<file path="src/rtl/card_irq_pkg.sv">
package card_irq_pkg;
    localparam int STATUS_W = 32;

    // status word 1 positions
    localparam int W1_RESP    = 0;
    localparam int W1_DATA    = 2;
    localparam int W1_OUT     = 3;
    localparam int W1_IN      = 4;
    localparam int W1_PRESENT = 5;

    // status word 2 positions
    localparam int W2_INDEX   = 0;
    localparam int W2_CRC     = 1;
    localparam int W2_ENDBIT  = 2;
    localparam int W2_TIMEOUT = 3;
    localparam int W2_ILL_WR  = 4;
    localparam int W2_ILL_RD  = 5;
    localparam int W2_RSP_TO  = 6;
    localparam int W2_DAT0    = 7;
    localparam int W2_RBUF    = 8;
    localparam int W2_WBUF    = 9;
    localparam int W2_BUSY    = 14;
    localparam int W2_ACCESS  = 15;

    localparam logic [STATUS_W-1:0] W1_LATCH = STATUS_W'((1 << W1_RESP) | (1 << W1_DATA) |
                                                         (1 << W1_OUT) | (1 << W1_IN));
    localparam logic [STATUS_W-1:0] W2_LATCH = STATUS_W'((1 << W2_INDEX) | (1 << W2_CRC) |
                                                         (1 << W2_ENDBIT) | (1 << W2_TIMEOUT) |
                                                         (1 << W2_ILL_WR) | (1 << W2_ILL_RD) |
                                                         (1 << W2_RSP_TO) | (1 << W2_RBUF) |
                                                         (1 << W2_WBUF) | (1 << W2_ACCESS));

    typedef struct packed {
        logic [STATUS_W-1:0] m1;
        logic [STATUS_W-1:0] m2;
    } mask_regs_t;
endpackage

</file>
<file path="src/rtl/card_irq_edge_rise.sv">
module card_irq_edge_rise #(
    parameter int N = 2
) (
    input  logic         clk,
    input  logic         rst_n,
    input  logic [N-1:0] level,
    output logic [N-1:0] rise
);
    typedef struct packed {
        logic [N-1:0] prev;
    } edge_state_t;

    edge_state_t st_d, st_q;

    always_comb begin
        st_d      = st_q;
        st_d.prev = level;
    end

    always_ff @(posedge clk or negedge rst_n) begin
        if (!rst_n) st_q <= '0;
        else        st_q <= st_d;
    end

    for (genvar i = 0; i < N; i++) begin : g_rise
        assign rise[i] = level[i] & ~st_q.prev[i];
    end
endmodule

</file>
<file path="src/rtl/card_irq_latch_word.sv">
module card_irq_latch_word #(
    parameter int               W          = 32,
    parameter logic [W-1:0]     LATCH_MASK = '1
) (
    input  logic         clk,
    input  logic         rst_n,
    input  logic [W-1:0] set_ev,
    input  logic         clr_wr,
    input  logic [W-1:0] clr_data,
    output logic [W-1:0] bits
);
    typedef struct packed {
        logic [W-1:0] flags;
    } latch_state_t;

    latch_state_t st_d, st_q;
    logic [W-1:0] kept;

    always_comb begin
        st_d = st_q;
        // a zero in the write data drops the bit, a one keeps it
        kept = clr_wr ? (st_q.flags & clr_data) : st_q.flags;
        // a set in the same cycle overrides the clear
        st_d.flags = (kept | set_ev) & LATCH_MASK;
    end

    always_ff @(posedge clk or negedge rst_n) begin
        if (!rst_n) st_q <= '0;
        else        st_q <= st_d;
    end

    assign bits = st_q.flags;
endmodule

</file>
<file path="src/rtl/card_host_irq_regs.sv">
module card_host_irq_regs
    import card_irq_pkg::*;
#(
    parameter int                ADDR_W    = 11,
    parameter logic [ADDR_W-1:0] STS1_OFS  = 'h038,
    parameter logic [ADDR_W-1:0] STS2_OFS  = 'h03C,
    parameter logic [ADDR_W-1:0] MASK1_OFS = 'h040,
    parameter logic [ADDR_W-1:0] MASK2_OFS = 'h044
) (
    input  logic                clk,
    input  logic                rst_n,
    input  logic                wr_en,
    input  logic [ADDR_W-1:0]   addr,
    input  logic [STATUS_W-1:0] wdata,
    output logic [STATUS_W-1:0] rdata,
    input  logic                ev_resp_done,
    input  logic                ev_data_done,
    input  logic                ev_card_out,
    input  logic                ev_card_in,
    input  logic                card_present,
    input  logic                ev_err_index,
    input  logic                ev_err_crc,
    input  logic                ev_err_endbit,
    input  logic                ev_err_timeout,
    input  logic                ev_err_wr_illegal,
    input  logic                ev_err_rd_illegal,
    input  logic                ev_err_resp_timeout,
    input  logic                ev_err_access,
    input  logic                dat0_level,
    input  logic                cmd_busy,
    input  logic                rbuf_full,
    input  logic                wbuf_empty,
    output logic                irq
);
    localparam int DW     = STATUS_W;
    localparam int N_EDGE = 2;

    logic [DW-1:0]     set1, set2, lat1, lat2, live1, live2, view1, view2;
    logic [N_EDGE-1:0] buf_lvl, buf_rise;
    logic              wr_sts1, wr_sts2;
    logic [DW-1:0]     mask1_q, mask2_q;
    mask_regs_t        mask_d, mask_q;

    assign buf_lvl = {wbuf_empty, rbuf_full};
    assign wr_sts1 = wr_en && (addr == STS1_OFS);
    assign wr_sts2 = wr_en && (addr == STS2_OFS);

    card_irq_edge_rise #(.N(N_EDGE)) u_edge (
        .clk   (clk),
        .rst_n (rst_n),
        .level (buf_lvl),
        .rise  (buf_rise)
    );

    always_comb begin
        set1            = '0;
        set1[W1_RESP]   = ev_resp_done;
        set1[W1_DATA]   = ev_data_done;
        set1[W1_OUT]    = ev_card_out;
        set1[W1_IN]     = ev_card_in;

        set2            = '0;
        set2[W2_INDEX]  = ev_err_index;
        set2[W2_CRC]    = ev_err_crc;
        set2[W2_ENDBIT] = ev_err_endbit;
        set2[W2_TIMEOUT]= ev_err_timeout;
        set2[W2_ILL_WR] = ev_err_wr_illegal;
        set2[W2_ILL_RD] = ev_err_rd_illegal;
        set2[W2_RSP_TO] = ev_err_resp_timeout;
        set2[W2_RBUF]   = buf_rise[0];
        set2[W2_WBUF]   = buf_rise[1];
        set2[W2_ACCESS] = ev_err_access;

        live1             = '0;
        live1[W1_PRESENT] = card_present;
        live2             = '0;
        live2[W2_DAT0]    = dat0_level;
        live2[W2_BUSY]    = cmd_busy;
    end

    card_irq_latch_word #(.W(DW), .LATCH_MASK(W1_LATCH)) u_word1 (
        .clk      (clk),
        .rst_n    (rst_n),
        .set_ev   (set1),
        .clr_wr   (wr_sts1),
        .clr_data (wdata),
        .bits     (lat1)
    );

    card_irq_latch_word #(.W(DW), .LATCH_MASK(W2_LATCH)) u_word2 (
        .clk      (clk),
        .rst_n    (rst_n),
        .set_ev   (set2),
        .clr_wr   (wr_sts2),
        .clr_data (wdata),
        .bits     (lat2)
    );

    assign view1 = lat1 | live1;
    assign view2 = lat2 | live2;

    // mask registers
    always_comb begin
        mask_d = mask_q;
        if (wr_en && (addr == MASK1_OFS)) mask_d.m1 = wdata;
        if (wr_en && (addr == MASK2_OFS)) mask_d.m2 = wdata;
    end

    always_ff @(posedge clk or negedge rst_n) begin
        if (!rst_n) mask_q <= '{m1: '1, m2: '1};
        else        mask_q <= mask_d;
    end

    assign mask1_q = mask_q.m1;
    assign mask2_q = mask_q.m2;

    // read mux
    always_comb begin
        if (addr == STS1_OFS)       rdata = view1;
        else if (addr == STS2_OFS)  rdata = view2;
        else if (addr == MASK1_OFS) rdata = mask_q.m1;
        else if (addr == MASK2_OFS) rdata = mask_q.m2;
        else                        rdata = '0;
    end

    assign irq = (|(view1 & ~mask_q.m1)) | (|(view2 & ~mask_q.m2));
endmodule

</file>
<file path="config.mk">
export PLATFORM = sky130hd
export DESIGN_NAME = card_host_irq_regs
export DESIGN_NICKNAME = d
export VERILOG_FILES = /design/src/rtl/card_irq_pkg.sv /design/src/rtl/card_irq_edge_rise.sv /design/src/rtl/card_irq_latch_word.sv /design/src/rtl/card_host_irq_regs.sv
export SDC_FILE = /design/constraint.sdc
export NUM_CORES = 1
export LEC_CHECK = 0
export ABC_AREA = 0
export BUFFER_PORTS_ARGS = -buffer_cell sky130_fd_sc_hd__buf_4
export CAP_MARGIN = 20
export CORE_MARGIN = 4
export CORE_UTILIZATION = 40
export CTS_CLUSTER_SIZE = 12
export DETAILED_ROUTE_END_ITERATION = 10
export GPL_TIMING_DRIVEN = 0
export SLEW_MARGIN = 15
export SYNTH_ARGS = -nofsm -noshare
export SYNTH_HDL_FRONTEND = slang
export SYNTH_SLANG_ARGS = --single-unit
</file>
<file path="constraint.sdc">
create_clock -name clk -period 3.05 [get_ports clk]
set_clock_uncertainty 0.2 [all_clocks]
set_input_delay 0.61 -clock clk [delete_from_list [all_inputs] [get_ports clk]]
set_output_delay 0.61 -clock clk [all_outputs]
set_load 0.01 [all_outputs]
</file>
==> results.md, run 1 <==
* Crit. path cell count at 9
* Violations in the final reports: negative setup slack
* Ratio of cells with drive above 1 in the final layout at 68.3%
* Port Buffers at 94
* Synthesized flop and latch total at 80
* Layout area overhead at 42.0%
* First-pass DRT Iterations at 4
* Top cells by count, synth: 64 x dfstp_2, 61 x mux2_2, 38 x nor2_1, 37 x mux2i_1, 16 x dfrtp_1
* Worst Tran Pin Value at 0.995 ns
* Synth top area share at 42.7%
* CP max stage delay at 0.52 ns
* Slowest CP cell: or4_4
* First-pass GRT wire length at 16.1 mm
* Reg-to-reg slack, setup at 2.09 ns
* Slew Limit Fails at 0
* Synthesized cell area at 3940 sq um
* Layout fillers at 776
* Sequential area share after synthesis at 52.9%
* CP startpoint kind: primary input
* CP max FO at 6
* Dominant cell type by area after synthesis: dfstp_2
* Kind of critical path: primary input to primary output
* Crit. End Element: primary output
* Reg2reg end: u_word2.bits[1]
* Final min period at 3.19 ns
* Largest net degree at the start of global routing at 81
* Mean Syn Cell Area at 12.5 sq um
* CTS tree: built
* Most frequent cell after synthesis: dfstp_2
* CP most frequent cell: buf_6
* CP Data Arrival Time at 2.38 ns
* Final cell count without fillers at 564
* Synth Warn # at 0
* RSZ-0062 raised after global routing: true
* Via-per-instance ratio at 5.18
* CTS buffer count at 9
* I/O Pins at 96
* Fin. Hold Viols at 0
* # rows at 35
* Routability Congestion at 0.747
* Die width at 107 um
* Number of synthesized flops with an enable pin at 0
* Critical path launch point: addr[10]
* Clock transition at path regs at 0.09 ns
* Antenna violations before repair at 0
* Die ar. at 11500 sq um
* Worst setup endpoint: rdata[7]
* Placed Cells incl. Taps at 538
* Total negative setup slack at -2.60 ns
* Max Freq at 314 MHz
* Die height at 107 um
* Htree depth at 3
* # diodes at 0
* Seq. cell area at 2080 sq um
* Routed wire length at 10.2 mm
* P per Cell Area at 378 nW/um^2
* Final Cycle Share at 105%
* Setup Viol. Count Final at 27
* Final ANT Viol Nets at 0
* Synth area leaders: dfstp_2 43%, mux2_2 17%, dfrtp_1 10%, mux2i_1 9.4%, nor2_1 3.6%
* Clk_lat worst skew at 0.36 ns
* CP top delay family: simple AND/OR/NAND/NOR gates
* Async set-reset flop share out of synthesis at 100%
* CTS root buffer: clkbuf_8
* VDD IR max at 202 uV
* Overall overflow remaining after global route at 0
* Static leakage at 0.00238 uW
* DPL Wire Length at 6.66 mm
* Drt wl/cell at 18.0 um
* Final WS setup at -0.138 ns
* Crit-path cells: buf_6, or4_4, or3_4, buf_6, buf_6, nor2_4, buf_12, o2bb2ai_4, buf_6
* Max-cap check violation count at 0
* Hold_sp: rbuf_full
* Mapped Nets at 378
* DR iter-0 viols at 100
* Initial Utilization at 41.8%
* Worst min path class: primary input to flip-flop
* Core area at 9420 sq um
* Total GRT Usage at 18.2%
* Critical Path RT at 2.24 ns
* Most used DFF post-synth: dfstp_2
* Yosys cell types at 30
* Synth Instances at 315
* Max clock buf depth at 2
* Via count at 2921
* R2R Path Start: u_word2.bits[1]
* Status: complete, but fails checks
* Vias in the first global route at 3120
* DRC at 0
* Fin nets at 493
* Sink Count at 80
* Worst rel slew slack at 33.7%
* Total power draw at 2120 uW
* Register-to-Register Path Depth at 2
* Multi-input logic area at 1990 sq um
* Pre-CTS setup slack at -0.516 ns
* Crit path buf inv count at 5
repair_timing:
action,CTS,global route
pin swaps,25,7
hold buffers,0,0
gates resized for setup,90,19
endpoints found under the setup margin,27,32
gates cloned,3,0
setup buffers,9,1
final cells by class:
class / count / area share [%]
buffer: 18 / 2.44
clock buffer: 10 / 2.28
clock inverter: 6 / 1.63
inverter: 11 / 0.761
multi-input combinational: 205 / 35.6
sequential: 80 / 37.2
tap: 129 / 2.89
timing repair buffer: 105 / 17.2
power by group:
group	internal, uW	switching, uW	total [uW]
registers	1080	4.02	1080
logic	76.0	78.3	154
clock network	467	413	881
total	1620	495	2120
cells by family after synthesis:
| logic type | after synthesis | share of synthesized area [%] |
|---|---|---|
| flops | 80 | 52.9 |
| compound gates | 31 | 5.56 |
| simple gates | 73 | 9.82 |
| mux | 101 | 27.7 |
| buf+inv | 30 | 4.07 |
worst min path at each step:
stage / to / cells past startpoint
after floorplan: u_edge.st_q[0] / 0
after global placement: u_word2.bits[9] / 1
after detailed placement: u_word2.bits[8] / 1
after CTS: u_edge.st_q[0] / 1
after global routing: u_edge.st_q[0] / 1
final: u_edge.st_q[0] / 1
metal layers:
layer	global-route usage (%)	vias up	part of all wire, %
met2	30.0	77	48
met3	3.25	13	4.8
met1	23.5	1471	45
li1	-	1360	-
met5	0	-	0
met4	7.21	0	1.8
sequential cells by signal, summed over array words and instances (netlist names):
| name | cells |
|---|---|
| u_word2.bits | 10 |
| u_word1.bits | 4 |
| mask2_q | 32 |
| u_edge.st_q | 2 |
| mask1_q | 32 |
cell usage in the layout, fill, tap and decap left out, types with 4 or more instances in the layout:
| cell type | instances |
|---|---|
| buf_6 | 32 |
| inv_1 | 10 |
| dfrtp_1 | 16 |
| nor2_1 | 12 |
| o2111ai_1 | 4 |
| mux2_2 | 61 |
| buf_4 | 73 |
| nor2_4 | 23 |
| buf_12 | 4 |
| mux2i_1 | 37 |
| nand2b_1 | 11 |
| clkbuf_8 | 9 |
| a21oi_1 | 12 |
| nor4_1 | 15 |
| o2bb2ai_4 | 5 |
| buf_2 | 6 |
| o22a_1 | 5 |
| clkbuf_1 | 5 |
| dfstp_2 | 64 |
worst reg2reg max path, stage by stage (launching register included):
cell and delay, ns:
dfrtp_1 0.44, nor2_1 0.13, a21oi_1 0.05
through the flow:
stage / util [%] / hold WS [ns] / cell area, sq um
after floorplan: - / 0.114 / 3940
final: 59.4 / 0.158 / 5590
after detailed placement: 51.0 / 0.222 / 4810
after global routing: 59.4 / 0.143 / 5590
after CTS: 58.4 / 0.149 / 5500
after global placement: 51.0 / 0.213 / 4810
(Power assumes the default switching activity.)
==> run 2: changes to the inputs <==
--- a/config.mk
+++ b/config.mk
@@ -6,12 +6,12 @@
 export NUM_CORES = 1
 export LEC_CHECK = 0
 export ABC_AREA = 0
-export BUFFER_PORTS_ARGS = -buffer_cell sky130_fd_sc_hd__buf_4
 export CAP_MARGIN = 20
 export CORE_MARGIN = 4
 export CORE_UTILIZATION = 40
 export CTS_CLUSTER_SIZE = 12
 export DETAILED_ROUTE_END_ITERATION = 10
+export DONT_BUFFER_PORTS = 1
 export GPL_TIMING_DRIVEN = 0
 export SLEW_MARGIN = 15
 export SYNTH_ARGS = -nofsm -noshare
==> results.md, run 2 (synthesis results as in run 1) <==
* Most frequent cells in the layout: 64 x dfstp_2, 61 x mux2_2, 37 x mux2i_1
* Kind of critical path: primary input to primary output
* Final ANT Viol Nets at 0
* Max clock buf depth at 2
* Routability Congestion at 0.765
* Crit. End Element: primary output
* # diodes at 0
* CP max FO at 5
* Via-per-instance ratio at 5.49
* Worst min path class: primary input to flip-flop
* Routed wire length at 9.45 mm
* Die ar. at 11500 sq um
* Die height at 107 um
* Port Buffers at 0
* Htree depth at 3
* Die width at 107 um
* Slew Limit Fails at 0
* Fin. Hold Viols at 0
* Hold Slack at 0.0957 ns
* Static leakage at 0.00184 uW
* Drt wl/cell at 20.2 um
* Hold depth at 0
* Max-cap check violation count at 0
* DRC at 0
* Sink Count at 80
* DPL Wire Length at 6.44 mm
* Worst rel slew slack at 47.7%
* CTS root buffer: clkbuf_8
* Antenna violations before repair at 0
* Final Cycle Share at 98.9%
* Layout area overhead at 17.8%
* DR iter-0 viols at 96
* Final min period at 3.02 ns
* First-pass DRT Iterations at 4
* Fin nets at 396
* Via count at 2562
* Met1 WL at 3.86 mm
* P per Cell Area at 434 nW/um^2
* CP Data Arrival Time at 2.21 ns
* Pre-CTS setup slack at -0.366 ns
* Top layer in use: met4
* RSZ-0062 raised after global routing: true
* First-pass GRT wire length at 15.3 mm
* Ratio of cells with drive above 1 in the final layout at 57.1%
* Overall overflow remaining after global route at 0
* # rows at 35
* Largest net degree at the start of global routing at 81
* Clock transition at path regs at 0.08 ns
* VDD IR max at 211 uV
* Register-to-Register Path Depth at 1
* Max Freq at 332 MHz
* Met2 wire length at 4.67 mm
* Status: finished clean
* WL met3 at 837 um
* Total GRT Usage at 17.4%
* Worst Tran Pin Value at 0.784 ns
* Final WS setup at 0.0346 ns
* Most common cell after layout, fill and taps aside: dfstp_2
* Vias in the first global route at 2829
* CP startpoint kind: primary input
* I/O Pins at 96
* Critical Path RT at 2.24 ns
* CTS buffer count at 9
* End-of-flow core utilization at 49.3%
* Initial Utilization at 41.8%
* CTS tree: built
* Clk_lat worst skew at 0.33 ns
* Setup Viol. Count Final at 0
* Core area at 9420 sq um
[run 2: cell types whose count changed in the layout (fill, tap and decap cells not counted), moves of 3 or more]
cell,before,now
nor2_1,12,17
buf_6,32,0
o2bb2ai_2,2,5
buf_4,73,8
o2bb2ai_4,5,0
nor2_2,3,0
[run 2: routing by layer]
layer	vias to the layer above	GRT usage, %
li1	1168	-
met1	1310	22.0
met2	77	28.5
met3	7	6.08
met4	0	4.11
met5	-	0
[run 2: path summary, 6_finish.rpt]
check,to,startpoint,slack [ns]
max reg2reg,mask2_q[9],mask2_q[9],2.09
min in group asynchronous,u_word2.bits[3],rst_n,0.58
max,rdata[17],addr[10],0.03
min reg2reg,u_word2.bits[8],u_edge.st_q[0],0.23
min,u_edge.st_q[0],rbuf_full,0.1
max in group asynchronous,mask1_q[18],rst_n,1.66
[run 2: power breakdown]
group          switching (uW)  internal (uW)
Sequential               3.99           1080
Combinational            52.3           30.0
Clock                     394            455
Total                     451           1560
[run 2: stage by stage]
step	std cells	power [uW]	cell area, sq um	TNS (ns)
floorplan	315	1140	3940	-0.370
global placement	444	1150	4100	-5.32
detailed placement	444	1150	4100	-5.58
CTS	467	2050	4620	-0.0701
global route	467	2100	4640	-0.00231
finish	467	2010	4640	0
[run 2: repair_timing]
item	in CTS	in global routing
endpoints found under the setup margin	27	21
endpoints found under the hold margin	80	0
pin swaps	17	4
resized for setup	56	4
hold buffers	2	0
setup buffers	4	0
cloned	2	0
[run 2: critical path, stage by stage]
cell and delay (ns):
or4_4 0.52, or3_4 0.35, or2_4 0.27, buf_4 0.17, buf_12 0.15, nor2_4 0.12
[run 2: cell type report]
cell class / instances / area [sq um]
Timing Repair Buffer: 8 / 103
Sequential cell: 80 / 2080
Inverter: 11 / 42.5
Multi-Input combinational cell: 205 / 1890
Buffer: 18 / 134
Clock buffer: 11 / 163
Clock inverter: 5 / 61.3
Fill cell: 869 / 4780
Tap cell: 129 / 161
